==> config.mk <==
export PLATFORM = sky130hd
export DESIGN_NAME = sar_conv_seq
export DESIGN_NICKNAME = d
export VERILOG_FILES = /design/src/rtl/sar_seq_pkg.sv /design/src/rtl/sar_cs_edge.sv /design/src/rtl/sar_acq_timer.sv /design/src/rtl/sar_search.sv /design/src/rtl/sar_conv_seq.sv
export SDC_FILE = /design/constraint.sdc
export NUM_CORES = 1
export LEC_CHECK = 0
export BUFFER_PORTS_ARGS = -buffer_cell sky130_fd_sc_hd__buf_2
export CAP_MARGIN = 20
export CORE_AREA = 2 2 95 97
export CTS_BUF_LIST = sky130_fd_sc_hd__clkbuf_16
export DETAILED_ROUTE_END_ITERATION = 6
export DIE_AREA = 0 0 97 99
export GPL_ROUTABILITY_DRIVEN = 0
export PLACE_DENSITY = 0.45
export SLEW_MARGIN = 20
export SYNTH_ARGS = -nofsm -noshare
export SYNTH_HDL_FRONTEND = slang
export SYNTH_HIERARCHICAL = 1
export SYNTH_SLANG_ARGS = --single-unit
==> constraint.sdc <==
create_clock -name clk -period 3 [get_ports clk]
set_clock_uncertainty 0.15 [all_clocks]
set_input_delay 0.15 -clock clk [delete_from_list [all_inputs] [get_ports clk]]
set_output_delay 0.15 -clock clk [all_outputs]
set_load 0.05 [all_outputs]
==> src/rtl/sar_seq_pkg.sv <==
package sar_seq_pkg;

    typedef enum logic [1:0] {
        PH_IDLE = 2'd0,
        PH_ACQ  = 2'd1,
        PH_CONV = 2'd2,
        PH_HOLD = 2'd3
    } phase_e;

    typedef struct packed {
        phase_e ph;
        logic   done;
    } ctl_s;

endpackage

==> src/rtl/sar_cs_edge.sv <==
module sar_cs_edge (
    input  logic clk,
    input  logic rst_n,
    input  logic cs_n,
    output logic fall
);
    logic prev_d, prev_q;

    always_comb begin
        prev_d = cs_n;
    end

    always_ff @(posedge clk or negedge rst_n) begin
        if (!rst_n) prev_q <= 1'b0;
        else        prev_q <= prev_d;
    end

    // a start needs a high sample followed by a low sample
    assign fall = prev_q & ~cs_n;

endmodule

==> src/rtl/sar_acq_timer.sv <==
module sar_acq_timer #(
    parameter int ACQ_CYCLES = 3
) (
    input  logic clk,
    input  logic rst_n,
    input  logic load,
    input  logic run,
    output logic expire
);
    localparam int CW = (ACQ_CYCLES > 1) ? $clog2(ACQ_CYCLES) : 1;
    localparam logic [CW-1:0] LAST = CW'(ACQ_CYCLES - 1);

    logic [CW-1:0] cnt_d, cnt_q;

    always_comb begin
        cnt_d = cnt_q;
        if (load)
            cnt_d = '0;
        else if (run && cnt_q != LAST)
            cnt_d = cnt_q + CW'(1);
    end

    always_ff @(posedge clk or negedge rst_n) begin
        if (!rst_n) cnt_q <= '0;
        else        cnt_q <= cnt_d;
    end

    assign expire = run && (cnt_q == LAST);

    // while the window is open and not yet over, the count advances by one
    a_r2_acq_count: assert property (@(posedge clk) disable iff (!rst_n)
        (run && !expire && !load) |=> (cnt_q == $past(cnt_q) + CW'(1)));

endmodule

==> src/rtl/sar_search.sv <==
module sar_search #(
    parameter int NBITS = 12
) (
    input  logic             clk,
    input  logic             rst_n,
    input  logic             clear,
    input  logic             init,
    input  logic             step,
    input  logic             cmp_hi,
    output logic [NBITS-1:0] dac_code,
    output logic             bit_out,
    output logic             bit_vld,
    output logic [NBITS-1:0] result,
    output logic             last
);
    localparam int IW = $clog2(NBITS);
    localparam logic [IW-1:0]    TOP  = IW'(NBITS - 1);
    localparam logic [NBITS-1:0] SIGN = {1'b1, {(NBITS-1){1'b0}}};

    typedef struct packed {
        logic [NBITS-1:0] trial;   // offset-binary trial code
        logic [NBITS-1:0] res;     // two's-complement decided bits
        logic [IW-1:0]    idx;     // bit under trial
        logic             bitv;
        logic             vld;
    } srch_s;

    srch_s s_d, s_q;
    logic  tw;

    always_comb begin
        s_d     = s_q;
        s_d.vld = 1'b0;
        tw      = (s_q.idx == TOP) ? ~cmp_hi : cmp_hi;
        if (clear)
            s_d.res = '0;
        if (init) begin
            s_d.trial = SIGN;
            s_d.idx   = TOP;
        end
        if (step) begin
            s_d.res[s_q.idx]   = tw;
            s_d.bitv           = tw;
            s_d.vld            = 1'b1;
            s_d.trial[s_q.idx] = cmp_hi;
            if (s_q.idx != '0) begin
                s_d.trial[s_q.idx - IW'(1)] = 1'b1;
                s_d.idx                     = s_q.idx - IW'(1);
            end
        end
    end

    always_ff @(posedge clk or negedge rst_n) begin
        if (!rst_n) s_q <= '0;
        else        s_q <= s_d;
    end

    assign dac_code = s_q.trial ^ SIGN;
    assign bit_out  = s_q.bitv;
    assign bit_vld  = s_q.vld;
    assign result   = s_q.res;
    assign last     = step && (s_q.idx == '0);

    // the bit under trial is set when it is decided
    a_r3_trial_set: assert property (@(posedge clk) disable iff (!rst_n)
        step |-> s_q.trial[s_q.idx]);

    // bits below the trial bit are still zero, so the step halves each time
    a_r3_lower_clear: assert property (@(posedge clk) disable iff (!rst_n)
        step |-> ((s_q.trial & ((NBITS'(1) << s_q.idx) - NBITS'(1))) == '0));

endmodule

==> src/rtl/sar_conv_seq.sv <==
module sar_conv_seq
    import sar_seq_pkg::*;
#(
    parameter int NBITS      = 12,
    parameter int ACQ_CYCLES = 3
) (
    input  logic             clk,
    input  logic             rst_n,
    input  logic             cs_n,
    input  logic             cmp_hi,
    output logic             sampling,
    output logic             converting,
    output logic [NBITS-1:0] dac_code,
    output logic             bit_out,
    output logic             bit_vld,
    output logic [NBITS-1:0] result,
    output logic             done
);
    ctl_s c_d, c_q;
    logic fall, start, expire, last;
    logic run, init, step;

    sar_cs_edge u_edge (
        .clk   (clk),
        .rst_n (rst_n),
        .cs_n  (cs_n),
        .fall  (fall)
    );

    sar_acq_timer #(.ACQ_CYCLES(ACQ_CYCLES)) u_timer (
        .clk    (clk),
        .rst_n  (rst_n),
        .load   (start),
        .run    (run),
        .expire (expire)
    );

    sar_search #(.NBITS(NBITS)) u_search (
        .clk      (clk),
        .rst_n    (rst_n),
        .clear    (start),
        .init     (init),
        .step     (step),
        .cmp_hi   (cmp_hi),
        .dac_code (dac_code),
        .bit_out  (bit_out),
        .bit_vld  (bit_vld),
        .result   (result),
        .last     (last)
    );

    assign start = fall && (c_q.ph == PH_IDLE);
    assign run   = (c_q.ph == PH_ACQ) && !cs_n;
    assign init  = run && expire;
    assign step  = (c_q.ph == PH_CONV) && !cs_n;

    always_comb begin
        c_d      = c_q;
        c_d.done = 1'b0;
        unique case (c_q.ph)
            PH_IDLE: if (start) c_d.ph = PH_ACQ;
            PH_ACQ: begin
                if (cs_n)        c_d.ph = PH_IDLE;
                else if (expire) c_d.ph = PH_CONV;
            end
            PH_CONV: begin
                if (cs_n) c_d.ph = PH_IDLE;
                else if (last) begin
                    c_d.ph   = PH_HOLD;
                    c_d.done = 1'b1;
                end
            end
            PH_HOLD: if (cs_n) c_d.ph = PH_IDLE;
            default: c_d.ph = PH_IDLE;
        endcase
    end

    always_ff @(posedge clk or negedge rst_n) begin
        if (!rst_n) c_q <= '{ph: PH_IDLE, done: 1'b0};
        else        c_q <= c_d;
    end

    assign sampling   = (c_q.ph == PH_ACQ);
    assign converting = (c_q.ph == PH_CONV);
    assign done       = c_q.done;

    // the completion pulse lasts one cycle
    a_r6_done_pulse: assert property (@(posedge clk) disable iff (!rst_n)
        done |=> !done);

    // completion coincides with the last streamed bit
    a_r6_done_with_bit: assert property (@(posedge clk) disable iff (!rst_n)
        done |-> bit_vld);

    // conversion is always entered from the sampling window
    a_r2_acq_first: assert property (@(posedge clk) disable iff (!rst_n)
        $rose(converting) |-> $past(sampling));

    // chip select high forces idle on the next cycle
    a_r7_abort_idle: assert property (@(posedge clk) disable iff (!rst_n)
        cs_n |=> (!sampling && !converting));

    // with chip select still low, completion is not followed by a new window
    a_r9_no_restart: assert property (@(posedge clk) disable iff (!rst_n)
        (done && !cs_n) |=> !sampling);

endmodule

Yosys cells after proc, flatten, opt, wreduce, memory -nomap -nowiden --
Index checks and enable logic that the tools add are counted.
Word-level totals: register bits after elaboration 36, latch bits 0, bits in writable memories 0, bits in read-only memories 0, input bits 4, logic and storage cells 69, memories 0
Cells by class: add/sub/neg operators 2, $mul 0, div/mod/pow operators 0, magnitude comparators 4, equal/unequal tests 10, shift-type cells 0, multiplexer cells 24, bitwise logic cells 5, reductions and logical operators 15
Operators by type and width (count):
- $mux 12 | 3
- $mux 30 | 1
- $bwmux 12 | 2
- $mux 2 | 7
- $or 12x12->12 | 1
- $lt 4x5->1 const B | 2
- $logic_and 1x1->1 | 9
- $demux 1 s4 | 2
- $ge 4x1->1 const B | 2
- $mux 4 | 2
- $pmux 2 s4 | 1
- $eq 2x2->1 const B | 3
- $ne 2x2->1 const B | 3
- $ne 3x2->1 const B | 2
- $mux 1 | 5
- $eq 4x4->1 const B | 1
- $logic_not 4->1 | 1
- $reduce_and 4->1 | 1
- $reduce_bool 4->1 | 1
- $sub 4x1->4 const B | 1
- $mux 3 | 1
- $not 1->1 | 3
- $add 2x1->2 const B | 1
- $eq 2x1->1 const B | 1
- other kinds (4) | 4

Logic depth before layout (Yosys ltp) --
word-level depth 9, mapped depth 7

Modules after synthesis --
The synthesis kept the hierarchy.
By module, submodules not included:
- sar_search | times used 1, cells each 182, area an instance 1735.4 um2
- sar_conv_seq | times used 1, cells each 16, area an instance 170.2 um2
- sar_acq_timer | times used 1, cells each 12, area an instance 137.6 um2
- sar_cs_edge | times used 1, cells each 2, area an instance 38.8 um2

Least setup slack after synthesis --
No wires, ideal clock.
path kind register -> register, start point register c_q[2] (netlist name), end point register u_search.s_q (netlist bit u_search/dac_code[9]), data arrival time 1.504 ns, data required time 2.718 ns, setup slack 1.214 ns, stages on the path, launching flop included 7, cell sequence dfrtp_1 -> nor3b_2 -> and2_2 -> and2_1 -> clkinv_1 -> a21boi_0 -> o22ai_1
RTL lines:
- from (decl) | line sar_conv_seq.sv:19 | ctl_s c_d, c_q;
- from (signal assigned) | line sar_conv_seq.sv:79 | if (!rst_n) c_q <= '{ph: PH_IDLE, done: 1'b0};
- to (signal assigned) | line sar_search.sv:54 | if (!rst_n) s_q <= '0;
- to (signal assigned) | line sar_search.sv:55 | else s_q <= s_d;
- to (decl) | line sar_search.sv:28 | srch_s s_d, s_q;

==> impl_metrics.prom <==
# TYPE chip_impl_metric gauge
chip_impl_info{name="run_status",value="complete, no violations"} 1
chip_impl_info{name="critical_path_class",value="in2reg"} 1
chip_impl_metric{name="asyncSetResetFlopFracSynth",unit=""} 1.00
chip_impl_metric{name="fmax_achieved",unit="MHz"} 444
chip_impl_metric{name="first_global_vias",unit=""} 1545
chip_impl_metric{name="global_route_wire_length_before_repair",unit="um"} 8150
chip_impl_metric{name="die_h",unit="um"} 99
chip_impl_metric{name="worst-path-max-fanout",unit=""} 10
chip_impl_metric{name="design.core.area",unit="um2"} 8550
chip_impl_metric{name="synth.yosys.warnings",unit=""} 6
chip_impl_metric{name="hold_violations",unit=""} 0
chip_impl_metric{name="drt-wirelength-per-cell",unit="um"} 14.1
chip_impl_metric{name="cts-resized-gates",unit=""} 0
chip_impl_metric{name="htreeDepth",unit=""} 2
chip_impl_metric{name="finalWorstSetupSlack",unit="ps"} 749
chip_impl_metric{name="power_leakage",unit="uW"} 0.00115
chip_impl_metric{name="number_of_nets_in_the_layout",unit=""} 237
chip_impl_metric{name="layoutNonFillerInstCount",unit=""} 336
chip_impl_metric{name="detailedPlace.worstSlack",unit="ps"} 824
chip_impl_metric{name="ys_seq_elements",unit=""} 36
chip_impl_metric{name="clkSinkCount",unit=""} 36
chip_impl_metric{name="powerDensity",unit="nW/um2"} 646
chip_impl_metric{name="hpwl",unit="um"} 3370
chip_impl_info{name="worst_setup_path_end_kind",value="flop"} 1
chip_impl_metric{name="setup_total_negative_slack",unit="ps"} 0
chip_impl_metric{name="vias",unit=""} 1535
chip_impl_metric{name="postCtsSetupRepairBufs",unit=""} 0
chip_impl_metric{name="drt_first_iter_violations",unit=""} 92
chip_impl_metric{name="drt.antenna.violating_nets",unit=""} 0
chip_impl_metric{name="worst_setup_hold_path_clk_slew",unit="ps"} 60
chip_impl_metric{name="timing_worst_slew_pin_value",unit="ps"} 844
chip_impl_metric{name="core.rowCount",unit=""} 34
chip_impl_info{name="min_path_type",value="in2reg"} 1
chip_impl_metric{name="clock_insertion_delay_worst_skew",unit="ps"} 280
chip_impl_metric{name="detail_route.first_pass.iterations",unit=""} 4
chip_impl_info{name="ys.flop_type",value="sky130_fd_sc_hd__dfrtp_1"} 1
chip_impl_metric{name="floorplan.die_area",unit="um2"} 9600
chip_impl_metric{name="cap_viol_max_count",unit=""} 0
chip_impl_metric{name="synth_area_per_cell",unit="um2"} 9.82
chip_impl_info{name="clk_root_buffer_cell",value="sky130_fd_sc_hd__clkbuf_16"} 1
chip_impl_info{name="tritoncts",value="yes"} 1
chip_impl_metric{name="worstRegToRegCells",unit=""} 6
chip_impl_metric{name="initial_antenna_violation_count",unit=""} 0
chip_impl_metric{name="whs_path_depth",unit=""} 3
chip_impl_metric{name="synth.yosys.seq_area_share",unit=""} 0.433
chip_impl_metric{name="layout_worst_path_cycle_share",unit=""} 0.750
chip_impl_metric{name="io_port_bufs",unit=""} 32
chip_impl_metric{name="cts-hold-fix-buffers",unit=""} 2
chip_impl_metric{name="cp_data_arrival_time",unit="ps"} 2250
chip_impl_metric{name="timing.final.setup_violations",unit=""} 0
chip_impl_info{name="setup_repair_after_global_routing_missed_its_margin",value="no"} 1
chip_impl_metric{name="area_delta_synth_final",unit="%"} 13.0
chip_impl_info{name="start_kind",value="primary input"} 1
chip_impl_metric{name="drc",unit=""} 0
chip_impl_metric{name="syn-cell-area",unit="um2"} 2080
chip_impl_metric{name="initial_utilization",unit=""} 0.243
chip_impl_metric{name="hold_slack",unit="ps"} 155
chip_impl_metric{name="max_slew_margin",unit=""} 0.437
chip_impl_metric{name="antennaDiodeCount",unit=""} 0
chip_impl_metric{name="post_syn_nets",unit=""} 222
chip_impl_metric{name="final.min_clock_period",unit="ps"} 2250
chip_impl_metric{name="floorplan.io_pins",unit=""} 33
chip_impl_metric{name="totalWireLength",unit="um"} 4750
chip_impl_metric{name="cts_buffer_depth",unit=""} 2
chip_impl_metric{name="drive_above_1_share",unit=""} 0.263
chip_impl_metric{name="post_synth_inst_count",unit=""} 212
chip_impl_metric{name="vdd_ir_drop_max",unit="V"} 0.000196
chip_impl_metric{name="worst_ep_required_time",unit="ps"} 3000
chip_impl_metric{name="placed_cells",unit=""} 326
chip_impl_metric{name="post-layout-total-power",unit="uW"} 1520
chip_impl_metric{name="pin_count_of_the_biggest_net_entering_global_routing",unit=""} 37
chip_impl_metric{name="number_of_synthesized_flops_with_an_enable_pin",unit=""} 0
chip_impl_metric{name="globalRoute.totalOverflow",unit=""} 0
chip_impl_metric{name="number_of_max_slew_violations_in_the_final_report",unit=""} 0
chip_impl_metric{name="synth_cell_types",unit=""} 46
chip_impl_metric{name="track_usage",unit=""} 0.105
chip_impl_metric{name="routed_via_density",unit=""} 4.57
chip_impl_metric{name="die_w",unit="um"} 97
chip_impl_metric{name="tritoncts.num_buffers",unit=""} 5
[worst max-delay path, cell delays in order]
cell and delay, ps:
sky130_fd_sc_hd__dlygate4sd3_1 530, sky130_fd_sc_hd__buf_2 170, sky130_fd_sc_hd__nor3b_2 210, sky130_fd_sc_hd__and2_2 200, sky130_fd_sc_hd__and2_1 300, sky130_fd_sc_hd__clkinv_1 340, sky130_fd_sc_hd__a21boi_0 260, sky130_fd_sc_hd__o22ai_1 90
[state kept, by name, summed over array words and instances (netlist names)]
register and cells:
u_search/result 12, u_search/dac_code 11, u_search/s_q 5, c_q 2, u_timer/cnt_q 2, done 1
u_edge/prev_q 1, u_search/bit_out 1, u_search/bit_vld 1
[through the flow]
step	util	instance area, um2
floorplan	-	2080
global placement	0.256	2190
detailed placement	0.256	2190
CTS	0.275	2350
global route	0.275	2350
finish	0.275	2350
[final timing paths]
| kind | from | to | slack [ps] |
|---|---|---|---|
| worst max-delay path | cs_n | u_search/dac_code[9] | 750 |
| worst min-delay path | cmp_hi | u_search/result[4] | 150 |
| worst max register to register | c_q[1] | u_search/dac_code[9] | 840 |
| worst min register to register | u_search/result[5] | u_search/result[5] | 360 |
| max in group asynchronous | rst_n | u_search/result[0] | 1790 |
| min in group asynchronous | rst_n | u_edge/prev_q | 380 |
[synthesized netlist by cell type (3+ instances only)]
cell | instances | share of area
sky130_fd_sc_hd__buf_4 | 23 | 0.083
sky130_fd_sc_hd__nand2_1 | 19 | 0.034
sky130_fd_sc_hd__inv_1 | 8 | 0.014
sky130_fd_sc_hd__nand3_1 | 9 | 0.022
sky130_fd_sc_hd__a21oi_1 | 6 | 0.014
sky130_fd_sc_hd__o21ai_0 | 7 | 0.017
sky130_fd_sc_hd__nor3_1 | 3 | 0.0072
sky130_fd_sc_hd__nor2_1 | 15 | 0.027
sky130_fd_sc_hd__nand2b_1 | 9 | 0.027
sky130_fd_sc_hd__dfrtp_1 | 36 | 0.43
sky130_fd_sc_hd__nor2b_4 | 3 | 0.020
sky130_fd_sc_hd__nand4_1 | 4 | 0.012
sky130_fd_sc_hd__clkbuf_1 | 3 | 0.0054
sky130_fd_sc_hd__nand3b_1 | 6 | 0.022
sky130_fd_sc_hd__nor2b_1 | 5 | 0.015
sky130_fd_sc_hd__o221ai_1 | 3 | 0.013
sky130_fd_sc_hd__ha_1 | 6 | 0.036
sky130_fd_sc_hd__o211ai_1 | 3 | 0.011
sky130_fd_sc_hd__mux2i_1 | 3 | 0.014
sky130_fd_sc_hd__o22ai_1 | 4 | 0.012
[layer usage]
layer	vias up	global-route usage	routed length [um]
li1	740	-	-
met1	748	0.138	2210
met2	40	0.168	2270
met3	7	0.0241	200
met4	0	0.0401	59
met5	-	0	0
[power breakdown]
| group | total [uW] | internal, uW | switching (uW) |
|---|---|---|---|
| Clock | 508 | 306 | 202 |
| Sequential | 585 | 529 | 56.4 |
| Combinational | 426 | 164 | 262 |
[layout make-up]
class,count,area (um2)
Timing Repair Buffer,37,203
Tap cell,108,135
Multi-Input combinational cell,138,936
Fill cell,906,6200
Clock buffer,5,125
Inverter,9,33.8
Sequential cell,36,901
Clock inverter,3,18.8
[logic make-up (layout without fill, tap and decap cells)]
kind of cell	count (synthesis)	after routing	share of synthesized area
AND/OR/NAND/NOR	88	88	0.248
XOR/XNOR	1	1	0.00421
flip-flops	36	36	0.433
adder cells (fa/ha/maj)	6	6	0.0361
multiplexers	5	5	0.0288
AO/OA/AOI/OAI	38	38	0.132
buffers and inverters	38	54	0.118
[cells in the final DEF (no fill, tap or decap), drive strengths merged, types with 2 or more instances in the layout]
cell	n
dfrtp	36
buf	35
nand2	19
nor2	16
nand3	10
nand2b	9
o21ai	9
inv	8
nor2b	8
a21oi	6
nand3b	6
ha	6
clkbuf	5
o22ai	4
nand4	4
nor3	4
nor3b	4
clkinv	4
o211ai	3
o221ai	3
mux2i	3
and2	3
and2b	2
o21a	2
dlygate4sd3	2
o21bai	2
a21boi	2
a31oi	2
mux2	2
and3	2
No activity file was read; power rests on OpenSTA's default activity.
